===== config.mk =====
export PLATFORM = sky130hd
export DESIGN_NAME = nand_rr_prog
export DESIGN_NICKNAME = d
export VERILOG_FILES = /design/src/rtl/nrr_pkg.sv /design/src/rtl/nrr_table.sv /design/src/rtl/nrr_seq.sv /design/src/rtl/nand_rr_prog.sv
export SDC_FILE = /design/constraint.sdc
export NUM_CORES = 1
export LEC_CHECK = 0
export BUFFER_PORTS_ARGS = -buffer_cell sky130_fd_sc_hd__buf_4
export CAP_MARGIN = 40
export CORE_MARGIN = 10
export CORE_UTILIZATION = 30
export DETAILED_ROUTE_END_ITERATION = 8
export PLACE_DENSITY = 0.46
export SYNTH_ARGS = -nofsm -noshare
export SYNTH_HDL_FRONTEND = slang
export SYNTH_SLANG_ARGS = --single-unit

===== constraint.sdc =====
create_clock -name clk -period 2.24 [get_ports clk]
set_input_delay 0.448 -clock clk [delete_from_list [all_inputs] [get_ports clk]]
set_output_delay 0.448 -clock clk [all_outputs]
set_load 0.02 [all_outputs]

===== src/rtl/nrr_pkg.sv =====
package nrr_pkg;

  typedef enum logic [1:0] {
    BK_CMD  = 2'd0,
    BK_ADDR = 2'd1,
    BK_DATA = 2'd2
  } bus_kind_e;

  typedef enum logic [2:0] {
    ST_IDLE,
    ST_OPEN,
    ST_ADDR,
    ST_DATA,
    ST_APPLY
  } seq_state_e;

  localparam logic [7:0] CMD_OPEN  = 8'h36;
  localparam logic [7:0] CMD_APPLY = 8'h16;
  localparam int unsigned OFFSET_LIST_LEN = 8;

  // Private register offsets, in the order the device expects them.
  function automatic logic [7:0] reg_offset(input int unsigned idx);
    case (idx)
      0:       return 8'hCC;
      1:       return 8'hBF;
      2:       return 8'hAA;
      3:       return 8'hAB;
      4:       return 8'hCD;
      5:       return 8'hAD;
      6:       return 8'hAE;
      default: return 8'hAF;
    endcase
  endfunction

endpackage


===== src/rtl/nrr_table.sv =====
module nrr_table #(
  parameter int unsigned NUM_REGS  = 8,
  parameter int unsigned MAX_MODES = 8,
  parameter int unsigned DATA_W    = 8,
  localparam int unsigned DEPTH    = NUM_REGS * MAX_MODES,
  localparam int unsigned AW       = $clog2(DEPTH)
) (
  input  logic              clk,
  input  logic              we,
  input  logic [AW-1:0]     waddr,
  input  logic [DATA_W-1:0] wdata,
  input  logic [AW-1:0]     raddr,
  output logic [DATA_W-1:0] rdata
);

  logic [DATA_W-1:0] mem [DEPTH];

  always_ff @(posedge clk) begin
    if (we) mem[waddr] <= wdata;
  end

  assign rdata = mem[raddr];

endmodule


===== src/rtl/nrr_seq.sv =====
module nrr_seq
  import nrr_pkg::*;
#(
  parameter int unsigned NUM_REGS  = 8,
  parameter int unsigned MAX_MODES = 8,
  localparam int unsigned MODE_W   = $clog2(MAX_MODES),
  localparam int unsigned IDX_W    = (NUM_REGS > 1) ? $clog2(NUM_REGS) : 1,
  localparam int unsigned AW       = $clog2(NUM_REGS * MAX_MODES)
) (
  input  logic              clk,
  input  logic              rst_n,
  input  logic              req,
  input  logic [MODE_W-1:0] req_mode,
  input  logic [MODE_W:0]   mode_count,
  output logic              busy,
  output logic              done,
  output logic              err,
  output logic [AW-1:0]     tbl_raddr,
  input  logic [7:0]        tbl_rdata,
  output logic              bus_valid,
  input  logic              bus_ready,
  output logic [1:0]        bus_kind,
  output logic [7:0]        bus_byte,
  input  logic              bus_fail
);

  localparam logic [IDX_W-1:0] LAST_IDX = IDX_W'(NUM_REGS - 1);

  seq_state_e        state_q;
  logic [MODE_W-1:0] mode_q;
  logic [IDX_W-1:0]  idx_q;
  logic              mode_bad;
  logic              beat_taken;

  assign mode_bad   = {1'b0, req_mode} >= mode_count;
  assign beat_taken = bus_valid && bus_ready;
  assign tbl_raddr  = AW'(mode_q) * AW'(NUM_REGS) + AW'(idx_q);

  always_ff @(posedge clk) begin
    if (!rst_n) begin
      state_q <= ST_IDLE;
      mode_q  <= '0;
      idx_q   <= '0;
      done    <= 1'b0;
      err     <= 1'b0;
    end else begin
      done <= 1'b0;
      err  <= 1'b0;
      if (state_q == ST_IDLE) begin
        if (req) begin
          if (mode_bad) begin
            done <= 1'b1;
            err  <= 1'b1;
          end else begin
            mode_q  <= req_mode;
            idx_q   <= '0;
            state_q <= ST_OPEN;
          end
        end
      end else if (beat_taken) begin
        if (bus_fail) begin
          state_q <= ST_IDLE;
          done    <= 1'b1;
          err     <= 1'b1;
        end else begin
          case (state_q)
            ST_OPEN:  state_q <= ST_ADDR;
            ST_ADDR:  state_q <= ST_DATA;
            ST_DATA: begin
              if (idx_q == LAST_IDX) begin
                state_q <= ST_APPLY;
              end else begin
                idx_q   <= idx_q + 1'b1;
                state_q <= ST_ADDR;
              end
            end
            default: begin
              state_q <= ST_IDLE;
              done    <= 1'b1;
            end
          endcase
        end
      end
    end
  end

  always_comb begin
    bus_kind = BK_CMD;
    bus_byte = CMD_OPEN;
    case (state_q)
      ST_ADDR: begin
        bus_kind = BK_ADDR;
        bus_byte = reg_offset(32'(idx_q));
      end
      ST_DATA: begin
        bus_kind = BK_DATA;
        bus_byte = tbl_rdata;
      end
      ST_APPLY: bus_byte = CMD_APPLY;
      default: ;
    endcase
  end

  assign bus_valid = (state_q != ST_IDLE);
  assign busy      = bus_valid;

  a_r1_open_first: assert property (@(posedge clk) disable iff (!rst_n)
    $rose(busy) |-> (bus_kind == BK_CMD && bus_byte == CMD_OPEN));

  a_r2_addr_then_data: assert property (@(posedge clk) disable iff (!rst_n)
    (beat_taken && !bus_fail && bus_kind == BK_ADDR) |=> (bus_valid && bus_kind == BK_DATA));

  a_r5_reject_quiet: assert property (@(posedge clk) disable iff (!rst_n)
    (!busy && req && mode_bad) |=> (!bus_valid && done && err));

  a_r6_hold_beat: assert property (@(posedge clk) disable iff (!rst_n)
    (bus_valid && !bus_ready) |=> (bus_valid && $stable(bus_kind) && $stable(bus_byte)));

  a_r7_abort: assert property (@(posedge clk) disable iff (!rst_n)
    (beat_taken && bus_fail) |=> (!bus_valid && done && err));

  a_r10_done_pulse: assert property (@(posedge clk) disable iff (!rst_n)
    done |=> !done);

endmodule


===== src/rtl/nand_rr_prog.sv =====
module nand_rr_prog #(
  parameter int unsigned NUM_REGS  = 8,
  parameter int unsigned MAX_MODES = 8,
  localparam int unsigned MODE_W   = $clog2(MAX_MODES),
  localparam int unsigned AW       = $clog2(NUM_REGS * MAX_MODES)
) (
  input  logic              clk,
  input  logic              rst_n,
  input  logic              tbl_we,
  input  logic [AW-1:0]     tbl_waddr,
  input  logic [7:0]        tbl_wdata,
  input  logic [MODE_W:0]   mode_count,
  input  logic              req,
  input  logic [MODE_W-1:0] req_mode,
  output logic              busy,
  output logic              done,
  output logic              err,
  output logic              bus_valid,
  input  logic              bus_ready,
  output logic [1:0]        bus_kind,
  output logic [7:0]        bus_byte,
  input  logic              bus_fail
);

  logic [AW-1:0] rd_addr;
  logic [7:0]    rd_data;

  nrr_table #(
    .NUM_REGS  (NUM_REGS),
    .MAX_MODES (MAX_MODES),
    .DATA_W    (8)
  ) table_i (
    .clk   (clk),
    .we    (tbl_we),
    .waddr (tbl_waddr),
    .wdata (tbl_wdata),
    .raddr (rd_addr),
    .rdata (rd_data)
  );

  nrr_seq #(
    .NUM_REGS  (NUM_REGS),
    .MAX_MODES (MAX_MODES)
  ) seq_i (
    .clk        (clk),
    .rst_n      (rst_n),
    .req        (req),
    .req_mode   (req_mode),
    .mode_count (mode_count),
    .busy       (busy),
    .done       (done),
    .err        (err),
    .tbl_raddr  (rd_addr),
    .tbl_rdata  (rd_data),
    .bus_valid  (bus_valid),
    .bus_ready  (bus_ready),
    .bus_kind   (bus_kind),
    .bus_byte   (bus_byte),
    .bus_fail   (bus_fail)
  );

  a_r8_reset_quiet: assert property (@(posedge clk)
    !rst_n |=> (!busy && !bus_valid && !done && !err));

endmodule


==> impl_metrics.py <==
metrics = {
    "detailed_routing": {
        "remaining_drc_errors": 0,
        "drtIter0Drc": 1107,
        "vias": 12300,
        "antenna_left": 0,
        "wire_per_inst_um": 26.0,
        "drt_pass1_iterations": 5,
        "vias_per_cell": 4.97,
        "wl_mm": 64.3,
    },
    "yosys": {
        "syn_inst": 1159,
        "synth_cell_types": 55,
        "ys.flop_type": "edfxtp_1",
        "synth_seq_area_share": 0.737,
        "yosysWarnings": 0,
        "synth-edff-count": 512,
        "async_flop_share": 0,
        "synth_fp_nets": 1195,
        "syn-mean-instance-area_um2": 18.3,
        "ys_seq_elements": 523,
        "syn_area_mm2": 0.0212,
    },
    "die": {
        "initial_core_util": 0.302,
        "dieArea_mm2": 0.0816,
        "coreArea_mm2": 0.0700,
        "die_x_um": 286,
        "die_h_um": 286,
        "rows": 97,
        "io_pins": 41,
    },
    "worst_setup_path": {
        "cp.arrival_ns": 2.94,
        "cp_slowest_stage_delay_ns": 0.55,
        "reg2reg_slack_ns": 0.05,
        "cpMostUsedCell": "mux4_2",
        "required_ns": 1.79,
        "worstSetupStartpointType": "register",
        "cpMaxStageDelayCell": "mux4_2",
        "path_cells": "buf_12 -> mux4_2 -> mux4_2 -> nor2b_4 -> o211ai_2 -> o31ai_4 -> buf_6",
        "path_class": "reg2out",
        "r2r-start": "seq_i.idx_q[0]",
        "critical_path.endpoint_type": "primary output",
        "rr_worst_depth": 11,
        "rr_endpoint": "seq_i.idx_q[0]",
        "cp_max_fo": 6,
    },
    "pwr": {
        "peakVddDrop_v": 0.000525,
        "seq_power_share": 0.490,
        "power.leakage_nw": 8.99,
        "intPower_mw": 17.3,
        "p_clk_frac": 0.434,
        "p_per_area_mw_per_mm2": 810,
        "switchingPower_mw": 4.80,
        "pwr-share-comb": 0.076,
        "swShare": 0.217,
    },
    "clock_network": {
        "cts.sinks": 523,
        "cts_tree": "yes",
        "insertion_delay_ns": 0.61,
        "ctsHoldBuffers": 0,
        "root_buffer": "clkbuf_16",
        "numCtsBuffers": 54,
        "clk_path_buf_depth": 3,
        "clk_transition_reported_paths_ns": 0.06,
        "htreeDepth": 2,
    },
    "hold_path": {
        "hold_class": "in2reg",
        "whs_path_depth": 2,
        "holdPathEnd": "seq_i.done",
        "hold_start": "bus_ready",
    },
    "sta": {
        "worst_pin_slew_ns": 0.798,
        "relSlewSlack": 0.468,
        "finalHoldViolCount": 0,
        "finalCritPeriodShare": 1.51,
        "layout_setup_ws_ns": -1.15,
        "fmax_mhz": 295,
        "setup-violations-final": 8,
        "slew_viol_final": 0,
        "fin_crit_ns": 3.39,
        "rsz0062_at_grt": "yes",
        "finClkSkew_ns": 0.00770,
    },
    "layout": {
        "num-nets-final": 1519,
        "final_common_cell": "edfxtp_1",
        "drive_above_1_share": 0.386,
        "final_cell_count_no_fill": 2469,
        "area_growth_pct": 29.1,
        "stdcell_area_mm2": 0.0273,
        "layout_common_cells": "edfxtp_1, buf_4, nor2_1",
    },
    "place": {
        "gp_congestion": 0.856,
        "hpwl_mm": 41.9,
        "placed_area_mm2": 0.0244,
        "dp_cells": 2324,
        "port_buffers": 40,
    },
    "grt": {
        "grt_pass1_vias": 12300,
        "grt_pass1_wl_mm": 90.3,
        "grt_overflow_total": 0,
        "grt_usage": 0.152,
        "grt_max_degree": 65,
        "antenna_found_initial": 1,
    },
    "run_status": {
        "violations": "negative setup slack",
        "outcome": "complete, but fails checks",
    },
    "run": {
        "maxCapViolCount": 0,
    },
}
[timing repair]
item | in CTS | in global routing
gates cloned | 4 | 3
buffers inserted | 17 | 20
endpoints found under the setup margin | 14 | 15
pin swaps | 23 | 18
gates resized for setup | 72 | 57
[stage by stage]
| step | total power [mW] | utilization | setup WS (ns) | TNS (ns) | hold WS, ns |
|---|---|---|---|---|---|
| after floorplan | 11.7 | - | -0.0891 | -0.426 | 0.503 |
| after global placement | 12.5 | 0.348 | -0.839 | -6.19 | 0.607 |
| after detailed placement | 12.5 | 0.348 | -0.819 | -6.13 | 0.606 |
| after CTS | 22.3 | 0.383 | -1.19 | -9.14 | 0.0836 |
| after global routing | 22.8 | 0.390 | -1.19 | -9.17 | 0.114 |
| final | 22.1 | 0.390 | -1.15 | -8.70 | 0.112 |
[power by group through the flow]
stage / clock (mW) / sequential, mW / combinational (mW)
final: 9.60 / 10.8 / 1.68
after global routing: 10.1 / 10.8 / 1.77
after CTS: 9.79 / 10.8 / 1.63
after detailed placement: 0 / 11.1 / 1.42
after global placement: 0 / 11.1 / 1.41
after floorplan: 0 / 11.0 / 0.679
[synthesized netlist by cell type, drive strengths merged (8+ instances only)]
master,number,area [um2]
mux4,82,1920
mux2i,89,891
a22oi,23,173
ha,9,113
buf,46,383
nor3,10,50.1
clkbuf,18,67.6
nand2,67,251
dfxtp,11,220
o22ai,10,62.6
a211oi,8,60.1
nor2,83,312
mux2,15,169
edfxtp,512,15400
nand3,15,75.1
o21ai,20,100
inv,11,41.3
a21oi,31,155
nor2b,15,101
nand4,12,75.1
[cell families (layout without fill, tap and decap cells)]
logic type / Yosys count / after routing / share of synthesized area
compound gates: 141 / 141 / 0.0456
fa+ha+maj: 9 / 9 / 0.00532
buf+inv: 75 / 444 / 0.0232
flops: 523 / 523 / 0.737
mux: 186 / 186 / 0.141
other cells: 0 / 1 / 0
simple gates: 225 / 225 / 0.0484
[worst max-delay path, delay by kind of cell (launching register included)]
family,cells,cell delay [ns]
simple gates,1,0.16
mux,2,1.06
compound gates,2,0.32
buf+inv,2,0.31
flops,1,0.47
[worst max-delay path by stage]
stage | start | end | slack (ns) | depth (start not counted)
6_report | seq_i.idx_q[1] | bus_byte[2] | -1.15 | 7
5_1_grt | seq_i.idx_q[0] | bus_byte[7] | -1.19 | 8
4_1_cts | seq_i.idx_q[0] | bus_byte[7] | -1.19 | 8
3_5_place_dp | seq_i.idx_q[1] | bus_byte[0] | -0.82 | 9
3_3_place_gp | seq_i.idx_q[1] | bus_byte[0] | -0.84 | 9
2_1_floorplan | seq_i.idx_q[0] | bus_byte[3] | -0.09 | 6
[layer usage]
| metal | up-vias | wire length [um] | track usage |
|---|---|---|---|
| met5 | - | 0 | 0 |
| met3 | 108 | 3380 | 0.0270 |
| met4 | 0 | 1960 | 0.0543 |
| met1 | 6450 | 29700 | 0.213 |
| met2 | 363 | 29300 | 0.235 |
| li1 | 5345 | - | - |
[registers in the layout (all words and copies together), names as in the netlist]
name           flops
seq_i.mode_q       3
seq_i.err          1
seq_i.idx_q        3
table_i.mem      512
seq_i.state_q      3
seq_i.done         1
[layout make-up]
class	instances	area, um2
Tap cell	940	1180
Inverter	11	48.8
Timing Repair Buffer	332	3120
Multi-Input combinational cell	561	5480
Sequential cell	523	15600
Clock inverter	36	429
Antenna cell	1	2.50
Fill cell	6400	42700
Clock buffer	65	1460
Power figures use the tool's default switching activity.
